**config.mk**
```make
export PLATFORM = sky130hd
export DESIGN_NAME = energy_pulse_gen
export DESIGN_NICKNAME = d
export VERILOG_FILES = /design/src/rtl/ep_pkg.sv /design/src/rtl/ep_accum.sv /design/src/rtl/ep_pulser.sv /design/src/rtl/ep_outsel.sv /design/src/rtl/energy_pulse_gen.sv
export SDC_FILE = /design/constraint.sdc
export NUM_CORES = 2
export LEC_CHECK = 0
export BUFFER_PORTS_ARGS = -buffer_cell sky130_fd_sc_hd__buf_2
export CAP_MARGIN = 30
export CORE_MARGIN = 3
export CORE_UTILIZATION = 30
export CTS_BUF_LIST = sky130_fd_sc_hd__clkbuf_8 sky130_fd_sc_hd__clkbuf_16
export DETAILED_ROUTE_END_ITERATION = 10
export PLACE_DENSITY_LB_ADDON = 0.08
export SYNTH_ARGS = -nofsm -noshare
export SYNTH_HDL_FRONTEND = slang
export SYNTH_SLANG_ARGS = --single-unit
```
**constraint.sdc**
```tcl
create_clock -name clk -period 4.34 [get_ports clk]
set_input_delay 0.651 -clock clk [delete_from_list [all_inputs] [get_ports clk]]
set_output_delay 0.651 -clock clk [all_outputs]
set_load 0.01 [all_outputs]
```
**src/rtl/ep_pkg.sv**
```systemverilog
package ep_pkg;

    typedef enum logic [1:0] {
        PS_IDLE   = 2'd0,
        PS_ACTIVE = 2'd1,
        PS_GAP    = 2'd2
    } pulse_state_t;

    typedef enum logic [1:0] {
        E3_REACT = 2'b00,
        E3_PFAIL = 2'b01,
        E3_VSIGN = 2'b10,
        E3_APPAR = 2'b11
    } e3_mode_t;

    localparam int NCH      = 3;
    localparam int CH_ACT   = 0;
    localparam int CH_REACT = 1;
    localparam int CH_APP   = 2;

endpackage

```
**src/rtl/ep_accum.sv**
```systemverilog
module ep_accum #(
    parameter int PWR_W  = 24,
    parameter int RATE_W = 16
) (
    input  logic                    clk,
    input  logic                    rst_n,
    input  logic                    smp_vld,
    input  logic signed [PWR_W-1:0] pwr,
    input  logic [RATE_W-1:0]       rate,
    output logic                    due
);
    localparam int FR = PWR_W - 1 + RATE_W;

    logic [PWR_W-1:0] mag;
    logic [FR-1:0]    prod;
    logic [FR-1:0]    acc_q;
    logic [FR:0]      sum;

    always_comb begin
        mag  = pwr[PWR_W-1] ? PWR_W'(-pwr) : PWR_W'(pwr);
        prod = FR'(mag) * FR'(rate);
        sum  = {1'b0, acc_q} + {1'b0, prod};
    end

    always_ff @(posedge clk or negedge rst_n) begin
        if (!rst_n) begin
            acc_q <= '0;
            due   <= 1'b0;
        end else if (smp_vld) begin
            acc_q <= sum[FR-1:0];
            due   <= sum[FR];
        end else begin
            due   <= 1'b0;
        end
    end

endmodule

```
**src/rtl/ep_pulser.sv**
```systemverilog
module ep_pulser
    import ep_pkg::*;
#(
    parameter int PW_CYC = 1024,
    parameter int PEND_W = 4
) (
    input  logic clk,
    input  logic rst_n,
    input  logic due,
    output logic pulse_n,
    output logic idle
);
    localparam int CW = $clog2(PW_CYC + 1);

    pulse_state_t      state_q, state_d;
    logic [CW-1:0]     cnt_q, cnt_d;
    logic [PEND_W-1:0] pend_q, pend_d;
    logic              last, inc, dec;

    always_comb begin
        last    = (cnt_q == CW'(PW_CYC - 1));
        state_d = state_q;
        unique case (state_q)
            PS_IDLE:   if (due) state_d = PS_ACTIVE;
            PS_ACTIVE: if (last) state_d = ((pend_q != '0) || due) ? PS_GAP : PS_IDLE;
            PS_GAP:    state_d = PS_ACTIVE;
            default:   state_d = PS_IDLE;
        endcase
    end

    always_comb begin
        inc = due && (state_q != PS_IDLE) && !(&pend_q);
        dec = (state_q == PS_GAP);
        unique case ({inc, dec})
            2'b10:   pend_d = pend_q + 1'b1;
            2'b01:   pend_d = pend_q - 1'b1;
            default: pend_d = pend_q;
        endcase
        cnt_d = ((state_q == PS_ACTIVE) && (state_d == PS_ACTIVE)) ? cnt_q + 1'b1 : '0;
        idle  = (state_q == PS_IDLE);
    end

    always_ff @(posedge clk or negedge rst_n) begin
        if (!rst_n) begin
            state_q <= PS_IDLE;
            cnt_q   <= '0;
            pend_q  <= '0;
        end else begin
            state_q <= state_d;
            cnt_q   <= cnt_d;
            pend_q  <= pend_d;
        end
    end

    always_ff @(posedge clk or negedge rst_n) begin
        if (!rst_n) pulse_n <= 1'b1;
        else        pulse_n <= (state_d != PS_ACTIVE);
    end

endmodule

```
**src/rtl/ep_outsel.sv**
```systemverilog
module ep_outsel
    import ep_pkg::*;
(
    input  logic       clk,
    input  logic       rst_n,
    input  logic       smp_vld,
    input  logic       act_neg,
    input  logic       all_idle,
    input  logic       any_due,
    input  logic       react_n,
    input  logic       app_n,
    input  logic       e2_sel,
    input  logic [1:0] e3_sel,
    input  logic       pfail,
    input  logic       v_pos,
    output logic       e2,
    output logic       e3
);
    logic sign_q, pf_q, vs_q;

    always_ff @(posedge clk or negedge rst_n) begin
        if (!rst_n) begin
            sign_q <= 1'b1;
            pf_q   <= 1'b0;
            vs_q   <= 1'b0;
        end else begin
            pf_q <= pfail;
            vs_q <= v_pos;
            if (smp_vld && all_idle && !any_due) sign_q <= !act_neg;
        end
    end

    always_comb begin
        e2 = e2_sel ? app_n : sign_q;
        unique case (e3_mode_t'(e3_sel))
            E3_REACT: e3 = react_n;
            E3_PFAIL: e3 = pf_q;
            E3_VSIGN: e3 = vs_q;
            E3_APPAR: e3 = app_n;
            default:  e3 = 1'b1;
        endcase
    end

endmodule

```
**src/rtl/energy_pulse_gen.sv**
```systemverilog
module energy_pulse_gen
    import ep_pkg::*;
#(
    parameter int PWR_W   = 24,
    parameter int RATE_W  = 16,
    parameter int PW_BASE = 1024,
    parameter int DIV_K   = 1,
    parameter int PEND_W  = 4
) (
    input  logic                    clk,
    input  logic                    rst_n,
    input  logic                    smp_vld,
    input  logic signed [PWR_W-1:0] p_act,
    input  logic signed [PWR_W-1:0] p_react,
    input  logic signed [PWR_W-1:0] p_app,
    input  logic [RATE_W-1:0]       rate,
    input  logic                    e2_sel,
    input  logic [1:0]              e3_sel,
    input  logic                    pfail,
    input  logic                    v_pos,
    output logic                    e1_n,
    output logic                    e2,
    output logic                    e3
);
    localparam int PW_CYC = PW_BASE * DIV_K;

    logic signed [PWR_W-1:0] pwr_ch [NCH];
    logic [NCH-1:0]          due_ch;
    logic [NCH-1:0]          pulse_ch_n;
    logic [NCH-1:0]          idle_ch;

    always_comb begin
        pwr_ch[CH_ACT]   = p_act;
        pwr_ch[CH_REACT] = p_react;
        pwr_ch[CH_APP]   = p_app;
    end

    for (genvar g = 0; g < NCH; g++) begin : g_ch
        ep_accum #(
            .PWR_W (PWR_W),
            .RATE_W(RATE_W)
        ) u_accum (
            .clk    (clk),
            .rst_n  (rst_n),
            .smp_vld(smp_vld),
            .pwr    (pwr_ch[g]),
            .rate   (rate),
            .due    (due_ch[g])
        );

        ep_pulser #(
            .PW_CYC(PW_CYC),
            .PEND_W(PEND_W)
        ) u_pulser (
            .clk    (clk),
            .rst_n  (rst_n),
            .due    (due_ch[g]),
            .pulse_n(pulse_ch_n[g]),
            .idle   (idle_ch[g])
        );
    end

    ep_outsel u_outsel (
        .clk     (clk),
        .rst_n   (rst_n),
        .smp_vld (smp_vld),
        .act_neg (p_act[PWR_W-1]),
        .all_idle(&idle_ch),
        .any_due (|due_ch),
        .react_n (pulse_ch_n[CH_REACT]),
        .app_n   (pulse_ch_n[CH_APP]),
        .e2_sel  (e2_sel),
        .e3_sel  (e3_sel),
        .pfail   (pfail),
        .v_pos   (v_pos),
        .e2      (e2),
        .e3      (e3)
    );

    assign e1_n = pulse_ch_n[CH_ACT];

endmodule

```
==> metrics.md <==
| Metric | Value |
|---|---|
| Share of layout cells above drive strength 1 | `between 30% and 40%` |
| Die area | `172000 µm²` |
| Vias in the first global route | `44.6k` |
| Hold-fix buffers at CTS | `0` |
| Vias | `about 41k` |
| Critical path's largest stage delay | `between 0.5 and 0.6 ns` |
| Outcome | `finished with violations` |
| Die width | `slightly above 400 µm` |
| Post-Route WL | `around 160000 µm` |
| CP required | `between 4 and 5 ns` |
| Max-Cap Viols | `0` |
| Final core occ | `41.6%` |
| DR WL/cell | `17.7 µm` |
| Failing checks | `negative setup slack` |
| Synth area leaders | `fa_1 (37%), ha_1 (12%), dfrtp_1 (8.6%)` |
| Syn_area_per_cell | `8.85 µm²` |
| Clk_skew | `roughly 0.020 ns` |
| Clock Latency Late Sink | `between 0.5 and 0.6 ns` |
| Slew Limit Fails | `0` |
| Final ANT Viol Nets | `0` |
| CTS root buffer | `clkbuf_16` |
| Final Critical Period | `around 9.3 ns` |
| Post-synth ARST share | `100%` |
| RSZ-0062 raised after global routing | `true` |
| CP endpoint kind | `flip-flop` |
| 1st-iter DRT viols | `~1.4k` |
| Ports | `99` |
| CTS H-tree depth | `4` |
| Top cell by count, worst path | `fa_1` |
| Residual DRC | `0` |
| Slew @ Worst Pin | `1.07 ns` |
| Syn_nets | `slightly above 7k` |
| Synth Cell Area | `50100 µm²` |
| Crit path max fanout | `4` |
| Hold Violations, Final | `0` |
| Synth Flop Type | `dfrtp_1` |
| Dominant cell type by area after synthesis | `fa_1` |
| Final setup viols | `~110` |
| Die Span Y | `around 410 µm` |
| Worst path buffer plus inverter count | `6` |
| Post-DR vias/cell | `4.58` |
| HP Class | `in2async` |
| Commonest non-fill, non-tap cell in the layout | `buf_4` |
| Post-DP HPWL | `between 100000 and 150000 µm` |
| Nets | `~8k` |
| Unique cell type count in the Yosys netlist | `77` |
| Most frequent cells in the layout | `buf_4 (1023), inv_1 (974), fa_1 (893)` |
| CP Launch Type | `primary input` |
| Slowest cell on crit path | `or4_4` |
| PnR worst setup slack | `-4.97 ns` |
| Starting Density | `between 30% and 40%` |
| Crit-path leading delay family | `adder cells` |
| Sequential cell area fraction in the yosys report | `roughly 8.8%` |
| First-pass GRT wire length | `between 200000 and 300000 µm` |
| Synth warn | `0` |
| Num CTS Buffers | `17` |
| Antenna violations before repair | `12` |
| CORE AREA | `between 150000 and 200000 µm²` |
| Num rows | `about 150` |
| Setup CP Type | `in2reg` |
| Gr usage total | `18.7%` |
| Fin crit share | `214%` |
| GP Congestion | `~0.85` |
| Pin count of the biggest net entering global routing | `73` |
| Reg clk slew, reported paths | `about 0.10 ns` |
| P&R area growth vs syn | `37.5%` |
| Worst EP arrival | `between 9 and 10 ns` |
| CTS Sinks | `roughly 180` |
| Placed cell areas | `around 63000 µm²` |
| Top-area cell type share of the netlist area | `36.8%` |
| Final Cell Area | `68900 µm²` |
| Dpl cells | `~9k` |
| IO Port Bufs | `98` |
| Normalized max-slew margin | `28.5%` |
| Number of synthesized flops with an enable pin | `0` |
| Peak Freq | `roughly 110 MHz` |
| CTS max path bufs | `2` |
| WHS | `0.0585 ns` |
| CTS tree | `done` |
| Mapped Cells | `about 5.7k` |
| DR pass1 iterations | `5` |
| Non-Filler Instances | `roughly 9k` |
| Seq cells post-synth | `177` |
| GRT overflow | `0` |
## worst paths after layout
path                                                        start                                     end  slack (ns)  cells past startpoint
max                                                      p_act[5]   g_ch[0].u_accum.acc_q[36]$_DFFE_PN0P_       -4.97                     40
max in group asynchronous                                   rst_n      g_ch[1].u_pulser.pulse_n$_DFF_PN1_        3.38                      2
min reg2reg                g_ch[0].u_pulser.pend_q[3]$_DFFE_PN0P_  g_ch[0].u_pulser.pend_q[3]$_DFFE_PN0P_        0.49                      1
min in group clk                                            pfail                 u_outsel.pf_q$_DFF_PN0_        0.25                      1
max reg2reg                  g_ch[1].u_accum.acc_q[0]$_DFFE_PN0P_   g_ch[1].u_accum.acc_q[36]$_DFFE_PN0P_        0.88                     15
min                                                         rst_n    g_ch[0].u_accum.acc_q[6]$_DFFE_PN0P_        0.06                      1
## state kept, by name, indices dropped and copies added (netlist names)
name                   flops
g_ch.u_accum.acc_q       117
g_ch.u_pulser.cnt_q       33
g_ch.u_pulser.pend_q      12
g_ch.u_pulser.state_q      6
g_ch.u_accum.due           3
g_ch.u_pulser.pulse_n      3
u_outsel.pf_q              1
u_outsel.sign_q            1
u_outsel.vs_q              1
## what timing repair did
action,CTS,global route
buffers inserted,110,93
pin swaps,291,284
setup endpoints to repair,108,108
cloned,1,0
gates resized for setup,502,338
## final cells by class
cell class                 count  area, µm²
clock inverter                15        190
antenna                       22       55.1
sequential                   177       4430
clock buffer                  17        425
tap                         2189       2740
multi-input combinational   4223      46400
inverter                    1025       3870
timing repair buffer        1315      10800
fill                       16700      96600
## cells in the mapped netlist (8+ instances only)
| cell | number |
|---|---|
| a211oi_1 | 28 |
| a21boi_0 | 8 |
| a21o_1 | 114 |
| a21oi_1 | 199 |
| a31oi_1 | 15 |
| and2_1 | 486 |
| and3_1 | 23 |
| buf_2 | 8 |
| clkbuf_1 | 230 |
| dfrtp_1 | 173 |
| fa_1 | 921 |
| ha_1 | 465 |
| inv_1 | 1025 |
| mux2_2 | 91 |
| nand2_1 | 810 |
| nand2b_1 | 47 |
| nand3_1 | 57 |
| nand4_1 | 24 |
| nor2_1 | 178 |
| nor2b_1 | 34 |
| nor3_1 | 28 |
| nor4_1 | 10 |
| o211ai_1 | 18 |
| o21a_1 | 32 |
| o21ai_0 | 130 |
| o21bai_1 | 30 |
| o31ai_1 | 26 |
| o41ai_1 | 12 |
| or2_2 | 8 |
| or3_1 | 12 |
| or4_1 | 9 |
| xnor2_1 | 211 |
| xor2_1 | 96 |
## cell families (layout without fill, tap and decap cells)
group | Yosys count | in the layout | share of synthesized area [%]
mux | 96 | 96 | 2.17
compound gates | 684 | 684 | 8.83
buf+inv | 1264 | 2372 | 9.49
flops | 177 | 177 | 8.85
simple gates | 1748 | 1748 | 16.9
fa+ha+maj | 1386 | 1386 | 48.4
other cells | 0 | 22 | 0
xor+xnor | 308 | 309 | 5.40
## metrics by stage
step                      setup TNS, ns  setup slack, ns
after floorplan                 -369.01            -5.08
after global routing            -419.26            -5.30
after global placement          -464.96            -6.13
final                           -389.76            -4.97
after CTS                       -379.70            -4.99
after detailed placement        -465.08            -6.05
## per-layer routing
metal,vias up,global-route usage [%],part of all wire [%]
met3,140,1.86,2.4
li1,19800,-,-
met4,2,5.69,3.1
met1,20800,24.7,45
met5,-,0,0.013
met2,417,32.4,50
Power is left out: the tool's default activity adds up to more than one toggle a clock period on the data nets, which glitch-free logic cannot reach.
